## src/rtl/scp_pkg.sv

```systemverilog
package scp_pkg;
   localparam int REG_W      = 9;
   localparam int REG_ADDR_W = 3;
   localparam int NUM_CH     = 3;

   localparam int ADDR_CFG    = 0;
   localparam int ADDR_MUX    = 1;
   localparam int ADDR_GAIN_R = 2;
   localparam int ADDR_OFS_R  = 5;

   // bit positions inside the mode register
   localparam int CFG_RANGE  = 7;
   localparam int CFG_REF    = 6;
   localparam int CFG_3CH    = 5;
   localparam int CFG_CDS    = 4;
   localparam int CFG_CLAMP  = 3;
   localparam int CFG_PWRDN  = 2;
   localparam int CFG_1BYTE  = 0;
   localparam int MUX_ORDER  = 7;
   localparam int MUX_EN_LO  = 4;

   function automatic logic [REG_W-1:0] keep_mask(input int a);
      case (a)
         ADDR_CFG:   return 9'h0FD;
         ADDR_MUX:   return 9'h0F0;
         2, 3, 4:    return 9'h03F;
         default:    return 9'h1FF;
      endcase
   endfunction

   function automatic logic [REG_W-1:0] reset_val(input int a);
      case (a)
         ADDR_CFG: return 9'h0F8;
         ADDR_MUX: return 9'h0C0;
         default:  return 9'h000;
      endcase
   endfunction
endpackage

```

## src/rtl/scp_sync.sv

```systemverilog
module scp_sync #(
   parameter int           STAGES  = 2,
   parameter int           W       = 1,
   parameter logic [W-1:0] RST_VAL = '0
) (
   input  logic         clk,
   input  logic         rst_n,
   input  logic [W-1:0] d,
   output logic [W-1:0] q
);
   logic [STAGES-1:0][W-1:0] chain;

   if (STAGES < 2) begin : g_bad_stages
      $error("scp_sync needs at least two stages");
   end

   always_ff @(posedge clk or negedge rst_n) begin
      if (!rst_n) chain[0] <= RST_VAL;
      else        chain[0] <= d;
   end

   for (genvar s = 1; s < STAGES; s++) begin : g_stage
      always_ff @(posedge clk or negedge rst_n) begin
         if (!rst_n) chain[s] <= RST_VAL;
         else        chain[s] <= chain[s-1];
      end
   end

   assign q = chain[STAGES-1];
endmodule

```

## src/rtl/scp_frame.sv

```systemverilog
module scp_frame #(
   parameter int ADDR_W = 3,
   parameter int DATA_W = 9
) (
   input  logic              clk,
   input  logic              rst_n,
   input  logic              sclk_s,
   input  logic              sel_n_s,
   input  logic              sdi_s,
   output logic [ADDR_W-1:0] rd_addr,
   input  logic [DATA_W-1:0] rd_data,
   output logic              wr_en,
   output logic [ADDR_W-1:0] wr_addr,
   output logic [DATA_W-1:0] wr_data,
   output logic              sdo,
   output logic              sdo_oe,
   output logic              sel_act
);
   localparam int HDR        = 1 + ADDR_W;
   localparam int FRAME_BITS = HDR + DATA_W;
   localparam int SH_W       = FRAME_BITS - 1;
   localparam int CNT_W      = $clog2(FRAME_BITS + 1);

   logic              sclk_d;
   logic              rise, fall;
   logic [CNT_W-1:0]  cnt;
   logic [SH_W-1:0]   in_sh;
   logic [DATA_W-1:0] out_sh;
   logic              is_rd;

   assign sel_act = ~sel_n_s;
   assign rise    = sel_act &  sclk_s & ~sclk_d;
   assign fall    = sel_act & ~sclk_s &  sclk_d;
   assign rd_addr = in_sh[ADDR_W-1:0];

   always_ff @(posedge clk or negedge rst_n) begin
      if (!rst_n) sclk_d <= 1'b0;
      else        sclk_d <= sclk_s;
   end

   always_ff @(posedge clk or negedge rst_n) begin
      if (!rst_n) begin
         cnt     <= '0;
         in_sh   <= '0;
         out_sh  <= '0;
         is_rd   <= 1'b0;
         wr_en   <= 1'b0;
         wr_addr <= '0;
         wr_data <= '0;
         sdo     <= 1'b0;
         sdo_oe  <= 1'b0;
      end else begin
         wr_en <= 1'b0;
         if (!sel_act) begin
            cnt    <= '0;
            is_rd  <= 1'b0;
            sdo    <= 1'b0;
            sdo_oe <= 1'b0;
         end else begin
            if (rise && cnt < CNT_W'(FRAME_BITS)) begin
               in_sh <= {in_sh[SH_W-2:0], sdi_s};
               cnt   <= cnt + 1'b1;
               if (cnt == CNT_W'(ADDR_W))
                  is_rd <= in_sh[ADDR_W-1];
               if (cnt == CNT_W'(FRAME_BITS-1) && !in_sh[SH_W-1]) begin
                  wr_en   <= 1'b1;
                  wr_addr <= in_sh[SH_W-2 -: ADDR_W];
                  wr_data <= {in_sh[DATA_W-2:0], sdi_s};
               end
            end
            if (fall && is_rd && cnt >= CNT_W'(HDR) && cnt < CNT_W'(FRAME_BITS)) begin
               sdo_oe <= 1'b1;
               if (cnt == CNT_W'(HDR)) begin
                  sdo    <= rd_data[DATA_W-1];
                  out_sh <= {rd_data[DATA_W-2:0], 1'b0};
               end else begin
                  sdo    <= out_sh[DATA_W-1];
                  out_sh <= {out_sh[DATA_W-2:0], 1'b0};
               end
            end
         end
      end
   end
endmodule

```

## src/rtl/scp_regfile.sv

```systemverilog
module scp_regfile #(
   parameter int ADDR_W = 3,
   parameter int DATA_W = 9
) (
   input  logic                         clk,
   input  logic                         rst_n,
   input  logic                         wr_en,
   input  logic [ADDR_W-1:0]            wr_addr,
   input  logic [DATA_W-1:0]            wr_data,
   input  logic [ADDR_W-1:0]            rd_addr,
   output logic [DATA_W-1:0]            rd_data,
   output logic [2**ADDR_W-1:0][DATA_W-1:0] regs_q
);
   localparam int NREG = 2**ADDR_W;

   for (genvar i = 0; i < NREG; i++) begin : g_reg
      always_ff @(posedge clk or negedge rst_n) begin
         if (!rst_n)
            regs_q[i] <= scp_pkg::reset_val(i);
         else if (wr_en && wr_addr == ADDR_W'(i))
            regs_q[i] <= wr_data & scp_pkg::keep_mask(i);
      end
   end

   assign rd_data = regs_q[rd_addr];
endmodule

```

## src/rtl/serial_cfg_port.sv

```systemverilog
module serial_cfg_port #(
   parameter int SYNC_STAGES = 2,
   parameter int ADDR_W      = scp_pkg::REG_ADDR_W,
   parameter int DATA_W      = scp_pkg::REG_W,
   parameter int GAIN_W      = 6
) (
   input  logic                         clk,
   input  logic                         rst_n,
   input  logic                         sclk_i,
   input  logic                         sel_n_i,
   input  logic                         sdi_i,
   output logic                         sdo_o,
   output logic                         sdo_oe_o,
   output logic                         range_hi_o,
   output logic                         int_ref_o,
   output logic                         three_ch_o,
   output logic                         cds_o,
   output logic                         clamp_hi_o,
   output logic                         pwrdn_o,
   output logic                         single_byte_o,
   output logic                         order_rgb_o,
   output logic [2:0]                   ch_en_o,
   output logic [2:0][GAIN_W-1:0]       gain_o,
   output logic [2:0][DATA_W-1:0]       ofs_o
);
   import scp_pkg::*;

   localparam int NREG = 2**ADDR_W;

   if (DATA_W != REG_W) begin : g_bad_data_w
      $error("register map is defined for 9-bit registers");
   end
   if (ADDR_W != REG_ADDR_W) begin : g_bad_addr_w
      $error("register map is defined for eight registers");
   end
   if (GAIN_W > DATA_W - 3) begin : g_bad_gain_w
      $error("gain field too wide");
   end

   logic                         sclk_s, sel_n_s, sdi_s;
   logic                         sel_act;
   logic                         wr_en;
   logic [ADDR_W-1:0]            wr_addr, rd_addr;
   logic [DATA_W-1:0]            wr_data, rd_data;
   logic [NREG-1:0][DATA_W-1:0]  regs_q;
   logic [DATA_W-1:0]            cfg_q, mux_q;

   scp_sync #(.STAGES(SYNC_STAGES), .W(3), .RST_VAL(3'b100)) u_sync (
      .clk   (clk),
      .rst_n (rst_n),
      .d     ({sel_n_i, sdi_i, sclk_i}),
      .q     ({sel_n_s, sdi_s, sclk_s})
   );

   scp_frame #(.ADDR_W(ADDR_W), .DATA_W(DATA_W)) u_frame (
      .clk     (clk),
      .rst_n   (rst_n),
      .sclk_s  (sclk_s),
      .sel_n_s (sel_n_s),
      .sdi_s   (sdi_s),
      .rd_addr (rd_addr),
      .rd_data (rd_data),
      .wr_en   (wr_en),
      .wr_addr (wr_addr),
      .wr_data (wr_data),
      .sdo     (sdo_o),
      .sdo_oe  (sdo_oe_o),
      .sel_act (sel_act)
   );

   scp_regfile #(.ADDR_W(ADDR_W), .DATA_W(DATA_W)) u_regs (
      .clk     (clk),
      .rst_n   (rst_n),
      .wr_en   (wr_en),
      .wr_addr (wr_addr),
      .wr_data (wr_data),
      .rd_addr (rd_addr),
      .rd_data (rd_data),
      .regs_q  (regs_q)
   );

   assign cfg_q         = regs_q[ADDR_CFG];
   assign mux_q         = regs_q[ADDR_MUX];
   assign range_hi_o    = cfg_q[CFG_RANGE];
   assign int_ref_o     = cfg_q[CFG_REF];
   assign three_ch_o    = cfg_q[CFG_3CH];
   assign cds_o         = cfg_q[CFG_CDS];
   assign clamp_hi_o    = cfg_q[CFG_CLAMP];
   assign pwrdn_o       = cfg_q[CFG_PWRDN];
   assign single_byte_o = cfg_q[CFG_1BYTE];
   assign order_rgb_o   = mux_q[MUX_ORDER];
   assign ch_en_o       = mux_q[MUX_EN_LO +: 3];

   logic [NUM_CH-1:0][DATA_W-GAIN_W-1:0] gain_hi_unused;
   logic                                 bits_unused;
   assign bits_unused = ^{cfg_q[8], cfg_q[1], mux_q[8], mux_q[3:0], gain_hi_unused};

   for (genvar c = 0; c < NUM_CH; c++) begin : g_ch
      logic [DATA_W-1:0] g_r, o_r, mag;
      assign g_r               = regs_q[ADDR_GAIN_R + c];
      assign o_r               = regs_q[ADDR_OFS_R + c];
      assign gain_o[c]         = g_r[GAIN_W-1:0];
      assign gain_hi_unused[c] = g_r[DATA_W-1:GAIN_W];
      assign mag               = {1'b0, o_r[DATA_W-2:0]};
      assign ofs_o[c]          = o_r[DATA_W-1] ? (~mag + 1'b1) : mag;
   end
endmodule

```

## config.mk

```make
export PLATFORM = sky130hd
export DESIGN_NAME = serial_cfg_port
export DESIGN_NICKNAME = d
export VERILOG_FILES = /design/src/rtl/scp_pkg.sv /design/src/rtl/scp_sync.sv /design/src/rtl/scp_frame.sv /design/src/rtl/scp_regfile.sv /design/src/rtl/serial_cfg_port.sv
export SDC_FILE = /design/constraint.sdc
export NUM_CORES = 1
export LEC_CHECK = 0
export ABC_AREA = 1
export BUFFER_PORTS_ARGS = -buffer_cell sky130_fd_sc_hd__buf_2
export CORE_MARGIN = 2
export CORE_UTILIZATION = 55
export CTS_BUF_LIST = sky130_fd_sc_hd__clkbuf_16
export DETAILED_ROUTE_END_ITERATION = 16
export PLACE_DENSITY_LB_ADDON = 0.3
export SLEW_MARGIN = 20
export SYNTH_ARGS = -nofsm -noshare
export SYNTH_HDL_FRONTEND = slang
export SYNTH_SLANG_ARGS = --single-unit
```

## constraint.sdc

```tcl
create_clock -name clk -period 2.4 [get_ports clk]
set_input_delay 0.12 -clock clk [delete_from_list [all_inputs] [get_ports clk]]
set_output_delay 0.12 -clock clk [all_outputs]
set_load 0.01 [all_outputs]
```

==> summary.txt <==
GRT
  – Total gr overflow: 0
  – Initial antenna violation count: 0
  – Largest net degree at the start of global routing: 44
  – Vias in the first global route: 4212
  – First-pass GRT wire length: 21280 um
  – Global Route Usage Sum: 0.2672

Routing
  – Vias: 4440
  – Final ANT Viol Nets: 0
  – Vias per cell: 5.205
  – Detailed Route Iter0 Violations: 326
  – Drt drc: 0
  – First drt pass iteration count: 5
  – Detailed-route wire length: 13090 um
  – Avg WL per Cell: 15.35 um

Flow run
  – MaxCap Viol Count: 0

STA
  – Final Setup Violations: 0
  – Fin Setup TNS: 0 ns
  – Final Cycle Share: 0.7686
  – Fmax: 542.1 MHz
  – Worst Clk Skew: 0.006760 ns
  – Tmin final: 1.845 ns
  – Worst rel slew slack: 0.5843
  – Worst-Margin Slew: 0.6235 ns
  – Fin. max-slew vios: 0
  – Fin. Hold Viols: 0
  – RSZ-0062 raised after global routing: false

Worst setup path
  – Setup CP Type: flip-flop to primary output
  – Worst R2R Setup Slack: 0.66 ns
  – Crit-path cells: inv_1 > ha_1 > nand3_1 > nand2_1 > o21a_1 > xor2_1 > buf_2
  – Slowest stage delay, CP: 0.42 ns
  – Worst r2r dst: u_frame.wr_addr[0]
  – Critical Path Sink: ofs_o[6]
  – CP Capture Type: primary output
  – Worst EP arrival: 1.72 ns
  – Slowest-stage cell, CP: dfrtp_1
  – R2r startpoint: u_frame.cnt[0]
  – Worst Path Max Fanout: 3
  – Worst EP required: 2.28 ns
  – Critical path launch point type: flip-flop
  – FF-to-FF path depth: 9
  – CP startpoint: u_regs.regs_q[46]

Clock tree
  – # resized after CTS: 0
  – Setup Fix Bufs, Post-CTS: 0
  – Post-CTS Hold Buffers: 4
  – Root buffer cell: clkbuf_16
  – CTS clk-pin slew, worst paths: 0.07 ns
  – H-tree depth: 3
  – TritonCTS buffer count: 9
  – Sink Count: 103
  – Skew-Pair Late Insertion Delay: 0.34 ns
  – CTS max path bufs: 2
  – CTS tree: built

Floorplan
  – I/O pins: 63
  – Die width: 102.9 um
  – Total die area: 0.01058 mm^2
  – FP Rows: 36
  – Initial core utilization: 0.5579
  – Core Area: 0.009639 mm^2
  – Die Span Y: 102.9 um

Layout
  – Most common cell after layout, fill and taps aside: nand2_1
  – Design area: 0.005917 mm^2
  – Share of layout cells above drive strength 1: 0.1778
  – Layout area overhead: 10.03%
  – Commonest cells after routing, fill and taps aside: 213 x nand2_1, 94 x dfrtp_1, 81 x inv_1, 75 x o21ai_0, 61 x buf_2
  – Final cell count without fillers: 853
  – Antenna Cells: 0
  – Final net count: 726

Yosys
  – EDFF count, synth: 0
  – Mapped Cells: 682
  – Synth cell types: 33
  – Mapped Area: 0.005378 mm^2
  – Ys Warns: 0
  – Syn nets: 693
  – Syn avg cell area: 7.885 um^2
  – Synth Flop Type: dfrtp_1
  – Async SR Flop Fraction: 1.000
  – #FFs+latches synth: 103
  – Sequential cell area fraction in the yosys report: 0.4814

Placed design
  – Placed Area: 0.005585 mm^2
  – RD Place Congestion: 0.9377
  – Placed insts: 833
  – Final HPWL DP: 9629 um
  – PortBufs: 62

Pwr
  – LEAKAGE: 2.957 nW
  – Peak VDD IR: 422.1 uV
  – PwrDens: 597.0 mW/mm^2

Worst hold path
  – Worst min path class: input pin to asynchronous set/reset pin

Run status
  – Status: completed
-- sequential cells by signal, summed over array words and instances, names as in the netlist --
name,count
u_frame.cnt,4
u_frame.in_sh,12
u_frame.is_rd,1
u_frame.out_sh,8
u_frame.sclk_d,1
u_frame.sdo,1
u_frame.sdo_oe,1
u_frame.wr_addr,3
u_frame.wr_data,9
u_frame.wr_en,1
u_regs.regs_q,56
u_sync.chain,3
u_sync.q,3
-- report_power, final --
| part | switching (mW) | internal, mW | leakage [nW] |
|---|---|---|---|
| combinational | 0.196 | 0.0703 | 1.42 |
| sequential | 0.0461 | 1.78 | 1.39 |
| clock | 0.642 | 0.801 | 0.144 |
-- Yosys cell counts, drive strengths merged, types with 7 or more instances --
cell type  number  area [um^2]
xor2           14        122.6
nand3          39        205.2
o21ai          90        495.5
nor2           43        181.4
dfrtp          94         2352
clkbuf         10        37.54
a21oi           9        45.04
buf            37        269.0
nor3            7        62.56
nand2         224        878.3
dfstp           9        236.5
inv            87        329.1
-- how the worst min path moves through the flow --
stage	start	endpoint	slack [ns]	cells past startpoint
3_5_place_dp	rst_n	u_regs.regs_q[59]	0.17	1
4_1_cts	rst_n	u_regs.regs_q[59]	0.35	2
6_report	rst_n	u_regs.regs_q[59]	0.32	2
5_1_grt	u_sync.chain[1]	u_sync.q[1]	0.36	0
3_3_place_gp	rst_n	u_regs.regs_q[59]	0.16	1
2_1_floorplan	rst_n	u_frame.cnt[0]	-0.18	0
-- per-layer routing --
metal  vias to the layer above  track usage  wire, um
met5                         -            0         0
met4                         0      0.09717       344
met3                        24      0.02847       681
met2                       130       0.4456      6238
met1                      2117       0.3642      5827
li1                       2169            -         -
-- cell type report --
class / instances / area, um^2
multi-input cells: 444 / 2150
inverters: 88 / 332.8
well taps: 133 / 166.4
flip-flops and latches: 103 / 2589
repair buffers: 69 / 387.9
clock inverters: 7 / 66.31
clock buffers: 9 / 225.2
fillers: 877 / 3722
-- stage by stage --
| step | utilization | hold WS, ns | power [mW] | worst slack [ns] |
|---|---|---|---|---|
| after floorplan | - | -0.1756 | 2.017 | 1.004 |
| after global placement | 0.5794 | 0.1618 | 2.107 | 0.7066 |
| after detailed placement | 0.5794 | 0.1652 | 2.116 | 0.6752 |
| after CTS | 0.6138 | 0.3533 | 3.551 | 0.5539 |
| after global routing | 0.6138 | 0.3625 | 3.675 | 0.4695 |
| final | 0.6138 | 0.3211 | 3.533 | 0.5553 |
-- logic make-up after synthesis --
logic type	share of synthesized area
compound gates	0.1110
buf+inv	0.1189
fa+ha+maj	0.01396
xor+xnor	0.02443
flops	0.4814
simple gates	0.2503
-- worst max-delay path, delay by kind of cell (launching register included) --
family	cells	cell delay (ns)
flops	1	0.42
buf+inv	2	0.26
simple gates	2	0.22
fa+ha+maj	1	0.17
compound gates	1	0.15
xor+xnor	1	0.15
Note: power is estimated with default switching activity, not from simulation.
